File: src/rtl/spm_pkg.sv
package spm_pkg;

  typedef enum logic [1:0] {
    GNT_NONE = 2'd0,
    GNT_DRD  = 2'd1,
    GNT_DWR  = 2'd2,
    GNT_IFT  = 2'd3
  } spm_gnt_e;

  localparam logic [1:0] CFG_IBASE = 2'd0;
  localparam logic [1:0] CFG_DBASE = 2'd1;
  localparam logic [1:0] CFG_CTRL  = 2'd2;

endpackage

File: src/rtl/spm_regs.sv
module spm_regs
  import spm_pkg::*;
#(
  parameter int DATA_W = 32,
  parameter int BASE_W = 6
) (
  input  logic              clk,
  input  logic              rst_n,
  input  logic              cfg_wr,
  input  logic [1:0]        cfg_addr,
  input  logic [DATA_W-1:0] cfg_wdata,
  output logic [DATA_W-1:0] cfg_rdata,
  output logic [BASE_W-1:0] ibase,
  output logic [BASE_W-1:0] dbase,
  output logic              two_mode
);

  logic [BASE_W-1:0] ibase_d, dbase_d;
  logic              two_d;
  logic              unused_wdata;

  assign unused_wdata = ^cfg_wdata[DATA_W-1:BASE_W];

  always_comb begin
    ibase_d = ibase;
    dbase_d = dbase;
    two_d   = two_mode;
    case (cfg_addr)
      CFG_IBASE: ibase_d = cfg_wdata[BASE_W-1:0];
      CFG_DBASE: dbase_d = cfg_wdata[BASE_W-1:0];
      CFG_CTRL:  two_d   = cfg_wdata[0];
      default:   ;
    endcase
  end

  always_ff @(posedge clk or negedge rst_n) begin
    if (!rst_n) begin
      ibase    <= '0;
      dbase    <= '0;
      two_mode <= 1'b1;
    end else if (cfg_wr) begin
      ibase    <= ibase_d;
      dbase    <= dbase_d;
      two_mode <= two_d;
    end
  end

  always_comb begin
    case (cfg_addr)
      CFG_IBASE: cfg_rdata = {{(DATA_W-BASE_W){1'b0}}, ibase};
      CFG_DBASE: cfg_rdata = {{(DATA_W-BASE_W){1'b0}}, dbase};
      CFG_CTRL:  cfg_rdata = {{(DATA_W-1){1'b0}}, two_mode};
      default:   cfg_rdata = '0;
    endcase
  end

endmodule

File: src/rtl/spm_arb.sv
module spm_arb
  import spm_pkg::*;
#(
  parameter int ADDR_W = 32,
  parameter int DATA_W = 32,
  parameter int BASE_W = 6,
  parameter int IDX_W  = 10
) (
  input  logic                i_req,
  input  logic [ADDR_W-1:0]   i_addr,
  input  logic                dr_req,
  input  logic [ADDR_W-1:0]   dr_addr,
  input  logic                dw_req,
  input  logic [ADDR_W-1:0]   dw_addr,
  input  logic [DATA_W/8-1:0] dw_be,
  input  logic [DATA_W-1:0]   dw_wdata,
  input  logic [BASE_W-1:0]   ibase,
  input  logic [BASE_W-1:0]   dbase,
  input  logic                i_block,
  output spm_gnt_e            gnt,
  output logic                mem_en,
  output logic                mem_we,
  output logic [DATA_W/8-1:0] mem_be,
  output logic [IDX_W-1:0]    mem_addr,
  output logic [DATA_W-1:0]   mem_wdata
);

  localparam int BE_W = DATA_W / 8;
  localparam int LSB  = $clog2(BE_W);
  localparam int TOP  = ADDR_W - 1;

  logic i_hit, dr_hit, dw_hit;
  logic unused_addr;

  assign unused_addr = ^{i_addr[TOP-BASE_W:LSB+IDX_W], dr_addr[TOP-BASE_W:LSB+IDX_W],
                         dw_addr[TOP-BASE_W:LSB+IDX_W], i_addr[LSB-1:0],
                         dr_addr[LSB-1:0], dw_addr[LSB-1:0]};

  assign i_hit  = i_req  && (i_addr[TOP -: BASE_W]  == ibase);
  assign dr_hit = dr_req && (dr_addr[TOP -: BASE_W] == dbase);
  assign dw_hit = dw_req && (dw_addr[TOP -: BASE_W] == dbase);

  always_comb begin
    if (dr_hit)                 gnt = GNT_DRD;
    else if (dw_hit)            gnt = GNT_DWR;
    else if (i_hit && !i_block) gnt = GNT_IFT;
    else                        gnt = GNT_NONE;
  end

  always_comb begin
    mem_en    = (gnt != GNT_NONE);
    mem_we    = 1'b0;
    mem_be    = {BE_W{1'b1}};
    mem_wdata = dw_wdata;
    case (gnt)
      GNT_DRD: mem_addr = dr_addr[LSB +: IDX_W];
      GNT_DWR: begin
        mem_addr = dw_addr[LSB +: IDX_W];
        mem_we   = 1'b1;
        mem_be   = dw_be;
      end
      GNT_IFT: mem_addr = i_addr[LSB +: IDX_W];
      default: mem_addr = '0;
    endcase
  end

endmodule

File: src/rtl/spm_rdpath.sv
module spm_rdpath
  import spm_pkg::*;
#(
  parameter int DATA_W = 32
) (
  input  logic              clk,
  input  logic              rst_n,
  input  spm_gnt_e          gnt,
  input  logic              two_mode,
  input  logic [DATA_W-1:0] mem_rdata,
  output logic              dr_rvalid,
  output logic [DATA_W-1:0] dr_rdata,
  output logic              i_rvalid,
  output logic [DATA_W-1:0] i_rdata,
  output logic              i_block
);

  logic              drv_q, drv_d;
  logic              f1_q, f1_d;
  logic              f2a_q, f2a_d;
  logic              f2b_q, f2b_d;
  logic [DATA_W-1:0] hold_q;

  always_comb begin
    drv_d = (gnt == GNT_DRD);
    f1_d  = (gnt == GNT_IFT) && !two_mode;
    f2a_d = (gnt == GNT_IFT) &&  two_mode;
    f2b_d = f2a_q;
  end

  always_ff @(posedge clk or negedge rst_n) begin
    if (!rst_n) begin
      drv_q <= 1'b0;
      f1_q  <= 1'b0;
      f2a_q <= 1'b0;
      f2b_q <= 1'b0;
    end else begin
      drv_q <= drv_d;
      f1_q  <= f1_d;
      f2a_q <= f2a_d;
      f2b_q <= f2b_d;
    end
  end

  // Slow-mode fetch data is parked for one extra cycle.
  always_ff @(posedge clk) begin
    if (f2a_q) hold_q <= mem_rdata;
  end

  assign dr_rvalid = drv_q;
  assign dr_rdata  = mem_rdata;
  assign i_rvalid  = f1_q | f2b_q;
  assign i_rdata   = f2b_q ? hold_q : mem_rdata;
  assign i_block   = f2a_q;

endmodule

File: src/rtl/spm_ctrl.sv
module spm_ctrl
  import spm_pkg::*;
#(
  parameter int ADDR_W = 32,
  parameter int DATA_W = 32,
  parameter int BASE_W = 6,
  parameter int IDX_W  = 10
) (
  input  logic                clk,
  input  logic                rst_n,
  input  logic                cfg_wr,
  input  logic [1:0]          cfg_addr,
  input  logic [DATA_W-1:0]   cfg_wdata,
  output logic [DATA_W-1:0]   cfg_rdata,
  input  logic                i_req,
  input  logic [ADDR_W-1:0]   i_addr,
  output logic                i_ack,
  output logic                i_rvalid,
  output logic [DATA_W-1:0]   i_rdata,
  input  logic                dr_req,
  input  logic [ADDR_W-1:0]   dr_addr,
  output logic                dr_ack,
  output logic                dr_rvalid,
  output logic [DATA_W-1:0]   dr_rdata,
  input  logic                dw_req,
  input  logic [ADDR_W-1:0]   dw_addr,
  input  logic [DATA_W/8-1:0] dw_be,
  input  logic [DATA_W-1:0]   dw_wdata,
  output logic                dw_ack,
  output logic                mem_en,
  output logic                mem_we,
  output logic [DATA_W/8-1:0] mem_be,
  output logic [IDX_W-1:0]    mem_addr,
  output logic [DATA_W-1:0]   mem_wdata,
  input  logic [DATA_W-1:0]   mem_rdata
);

  logic [BASE_W-1:0] ibase, dbase;
  logic              two_mode;
  logic              i_block;
  spm_gnt_e          gnt;

  spm_regs #(.DATA_W(DATA_W), .BASE_W(BASE_W)) u_regs (
    .clk(clk), .rst_n(rst_n), .cfg_wr(cfg_wr), .cfg_addr(cfg_addr),
    .cfg_wdata(cfg_wdata), .cfg_rdata(cfg_rdata),
    .ibase(ibase), .dbase(dbase), .two_mode(two_mode)
  );

  spm_arb #(.ADDR_W(ADDR_W), .DATA_W(DATA_W), .BASE_W(BASE_W), .IDX_W(IDX_W)) u_arb (
    .i_req(i_req), .i_addr(i_addr), .dr_req(dr_req), .dr_addr(dr_addr),
    .dw_req(dw_req), .dw_addr(dw_addr), .dw_be(dw_be), .dw_wdata(dw_wdata),
    .ibase(ibase), .dbase(dbase), .i_block(i_block), .gnt(gnt),
    .mem_en(mem_en), .mem_we(mem_we), .mem_be(mem_be),
    .mem_addr(mem_addr), .mem_wdata(mem_wdata)
  );

  spm_rdpath #(.DATA_W(DATA_W)) u_rdpath (
    .clk(clk), .rst_n(rst_n), .gnt(gnt), .two_mode(two_mode),
    .mem_rdata(mem_rdata), .dr_rvalid(dr_rvalid), .dr_rdata(dr_rdata),
    .i_rvalid(i_rvalid), .i_rdata(i_rdata), .i_block(i_block)
  );

  assign dr_ack = (gnt == GNT_DRD);
  assign dw_ack = (gnt == GNT_DWR);
  assign i_ack  = (gnt == GNT_IFT);

endmodule

File: config.mk
export PLATFORM = sky130hd
export DESIGN_NAME = spm_ctrl
export DESIGN_NICKNAME = d
export VERILOG_FILES = /design/src/rtl/spm_pkg.sv /design/src/rtl/spm_regs.sv /design/src/rtl/spm_arb.sv /design/src/rtl/spm_rdpath.sv /design/src/rtl/spm_ctrl.sv
export SDC_FILE = /design/constraint.sdc
export NUM_CORES = 1
export LEC_CHECK = 0
export ABC_AREA = 1
export BUFFER_PORTS_ARGS = -buffer_cell sky130_fd_sc_hd__buf_4
export CORE_AREA = 5 5 134 136
export CTS_CLUSTER_SIZE = 10
export DETAILED_ROUTE_END_ITERATION = 10
export DIE_AREA = 0 0 139 141
export HOLD_SLACK_MARGIN = 0.05
export PLACE_DENSITY = 0.49
export REMOVE_ABC_BUFFERS = 1
export SLEW_MARGIN = 15
export SYNTH_ARGS = -nofsm -noshare
export SYNTH_HDL_FRONTEND = slang
export SYNTH_SLANG_ARGS = --single-unit
File: constraint.sdc
create_clock -name clk -period 2.9 [get_ports clk]
set_input_delay 0.725 -clock clk [delete_from_list [all_inputs] [get_ports clk]]
set_output_delay 0.725 -clock clk [all_outputs]
set_load 0.02 [all_outputs]
==> flow_metrics.env <==
export IMPL_status="completed"
export IMPL_grt_pass1_wl_um=20440
export IMPL_fin_cells=812
export IMPL_finalSetupViolations=0
export IMPL_grt_overflow=0
export IMPL_rsz0062_at_grt="no"
export IMPL_cp_start_kind="input pin"
export IMPL_hold_class="in2async"
export IMPL_vias=3137
export IMPL_holdBufCountCts=0
export IMPL_post_route_drc_count=0
export IMPL_grt_start_max_net_pins=34
export IMPL_synth_cell_types=26
export IMPL_path_class="in2out"
export IMPL_dpl_hpwl_um=12780
export IMPL_first_pass_iters=4
export IMPL_cp_arrival_ps=1920
export IMPL_cap_violations=0
export IMPL_dieArea_mm2=0.01960
export IMPL_postSynth_asyncResetShare_pct=34.69
export IMPL_yosysSeqAreaShare_pct=40.67
export IMPL_cts_buffers_inserted=5
export IMPL_initial_utilization_pct=20.29
export IMPL_dr_first_iter_drc_count=113
export IMPL_cp_required_ps=2170
export IMPL_antenna_cells=0
export IMPL_vdd_ir_drop_worst_mv=0.2108
export IMPL_ant_nets=0
export IMPL_syn_mean_instance_area_um2=7.401
export IMPL_drive_gt1_share_pct=36.29
export IMPL_cp_end_kind="output pin"
export IMPL_clockRootBuffer="clkbuf_16"
export IMPL_clockBufferDepth=2
export IMPL_yosys_warnings=0
export IMPL_final_max_slew_viol_count=0
export IMPL_htree_levels=2
export IMPL_place_inst=804
export IMPL_min_period_ps=2650
export IMPL_p_leak_nw=2.436
export IMPL_ios=353
export IMPL_pre_cts_ws_ps=177.1
export IMPL_die_x_um=139
export IMPL_core_area_mm2=0.01682
export IMPL_cts_tree="yes"
export IMPL_die_y_um=141
export IMPL_cellPowerDensity_mw_per_mm2=419.3
export IMPL_clk_pin_slew_ps=80
export IMPL_setup_slack_ps=250.5
export IMPL_hold_viol=0
export IMPL_routedWlPerCell_um=18.18
export IMPL_track_usage_pct=14.29
export IMPL_port_buffers=188
export IMPL_grt_pass1_vias=2961
export IMPL_ys_flop_type="edfxtp_1"
export IMPL_detail_route_vias_per_cell=3.863
export IMPL_n_fill_cell=1880
export IMPL_fp_row_count=48
export IMPL_syn_area_mm2=0.003412
export IMPL_clk_latency_ps=300
export IMPL_fin_crit_sh_pct=91.36
export IMPL_synth_top_cell_area_share_pct=28.16
export IMPL_fmax_mhz=377.4
export IMPL_yosysTopAreaCell="edfxtp_1"
export IMPL_nNetsFinal=790
export IMPL_antenna_found_initial=0
export IMPL_fin_skew_ps=11.89
export IMPL_ys_seq_elements=49
export IMPL_area_delta_synth_final_pct=36.89
export IMPL_place_congestion=0.8001
export IMPL_power_mw=1.958
export IMPL_totalWireLength_um=14770
export IMPL_crit_fanout=11
export IMPL_post_route_util_pct=27.78
export IMPL_clock_sinks=49
export IMPL_synthTopCellsByArea="edfxtp_1 (28%), buf_4 (20%), nand2_1 (20%)"
export IMPL_synth_most_common_cell="nand2_1"
export IMPL_synth_edf_count=32
export IMPL_synthCells=461
export IMPL_ys_top_cells_by_count="nand2_1 (180), buf_4 (93), inv_1 (39), edfxtp_1 (32), nand3_1 (29)"
## flip-flops by register name (all words and copies together) (netlist names)
name and flops:
u_rdpath.dr_rvalid 1, u_rdpath.i_block 1, u_regs.ibase 6, u_rdpath.hold_q 32
u_rdpath.f1_q 1, u_regs.two_mode 1, u_regs.dbase 6, u_rdpath.f2b_q 1
## timing repair
item	in CTS	in global routing
setup buffers	0	0
gates resized for setup	0	1
setup endpoints to repair	0	3
## power by group
group | internal [mW] | switching [mW]
clock network | 0.325 | 0.282
logic | 0.233 | 0.308
registers | 0.780 | 0.0311
## critical path, stage by stage
cell	delay, ps
buf_4	110
xnor2_1	140
nand2_1	70
nor2_1	90
nand2_1	110
inv_2	110
buf_4	200
nand2_1	70
nand3_1	80
nand2_1	50
inv_1	50
buf_4	130
## cells by family after synthesis
kind of cell,share of synthesized area [%]
simple gates,28.02
buf+inv,26.51
flops,40.67
compound gates,4.181
xor+xnor,0.5135
other cells,0.1099
## cell usage in the layout, fill, tap and decap left out
master,instances
dfstp_2,1
nor2_4,1
conb_1,26
clkbuf_16,5
clkinv_4,1
nor2_2,1
a21boi_1,1
nand3_1,29
inv_6,1
o22ai_1,5
xor2_1,1
o221ai_1,1
clkinvlp_4,1
or2_1,4
or2_2,1
nor2_1,17
dfrtp_1,16
edfxtp_1,32
inv_2,4
nand4_1,1
inv_1,39
and3_1,1
a21oi_1,2
nor3_2,1
nand2_1,180
xnor2_1,1
buf_4,196
nor3_1,1
o21ai_0,17
## per-layer routing
metal  track usage [%]  up-vias  wire (um)
li1                  -     1569          -
met2             21.50      173       6458
met4             4.737        4        434
met1             13.66     1374       4799
met5             3.759        -        100
met3             13.47       17       2971
## final cells by class
type                       count  area [um2]  area share (%)
clock buffer                   5       125.1           2.679
clock inverter                 3       25.02          0.5358
inverter                      43       161.4           3.456
multi-input combinational    291        1219           26.09
sequential                    49        1388           29.71
tap                          225       281.5           6.027
timing repair buffer         196        1471           31.50
## metrics by stage
| stage | setup TNS, ps | hold slack (ps) | instance area (um2) |
|---|---|---|---|
| global route | 0 | 284.0 | 4671 |
| finish | 0 | 286.3 | 4671 |
| CTS | 0 | 281.0 | 4666 |
| global placement | 0 | 470.4 | 4516 |
| floorplan | -1586 | 429.4 | 2763 |
| detailed placement | 0 | 482.1 | 4516 |
## final timing paths
| path | start | slack (ps) | end | cells after the start |
|---|---|---|---|---|
| max reg2reg | u_regs.dbase[3] | 1440 | u_rdpath.i_block | 11 |
| max | dr_addr[28] | 250 | mem_addr[9] | 12 |
| min | rst_n | 290 | u_rdpath.f1_q | 1 |
| max in group asynchronous | rst_n | 2340 | u_regs.two_mode | 1 |
| min reg2reg | u_regs.ibase[1] | 490 | u_regs.ibase[1] | 2 |
| min in group clk | u_regs.ibase[1] | 490 | u_regs.ibase[1] | 2 |
Power figures use the tool's default switching activity.
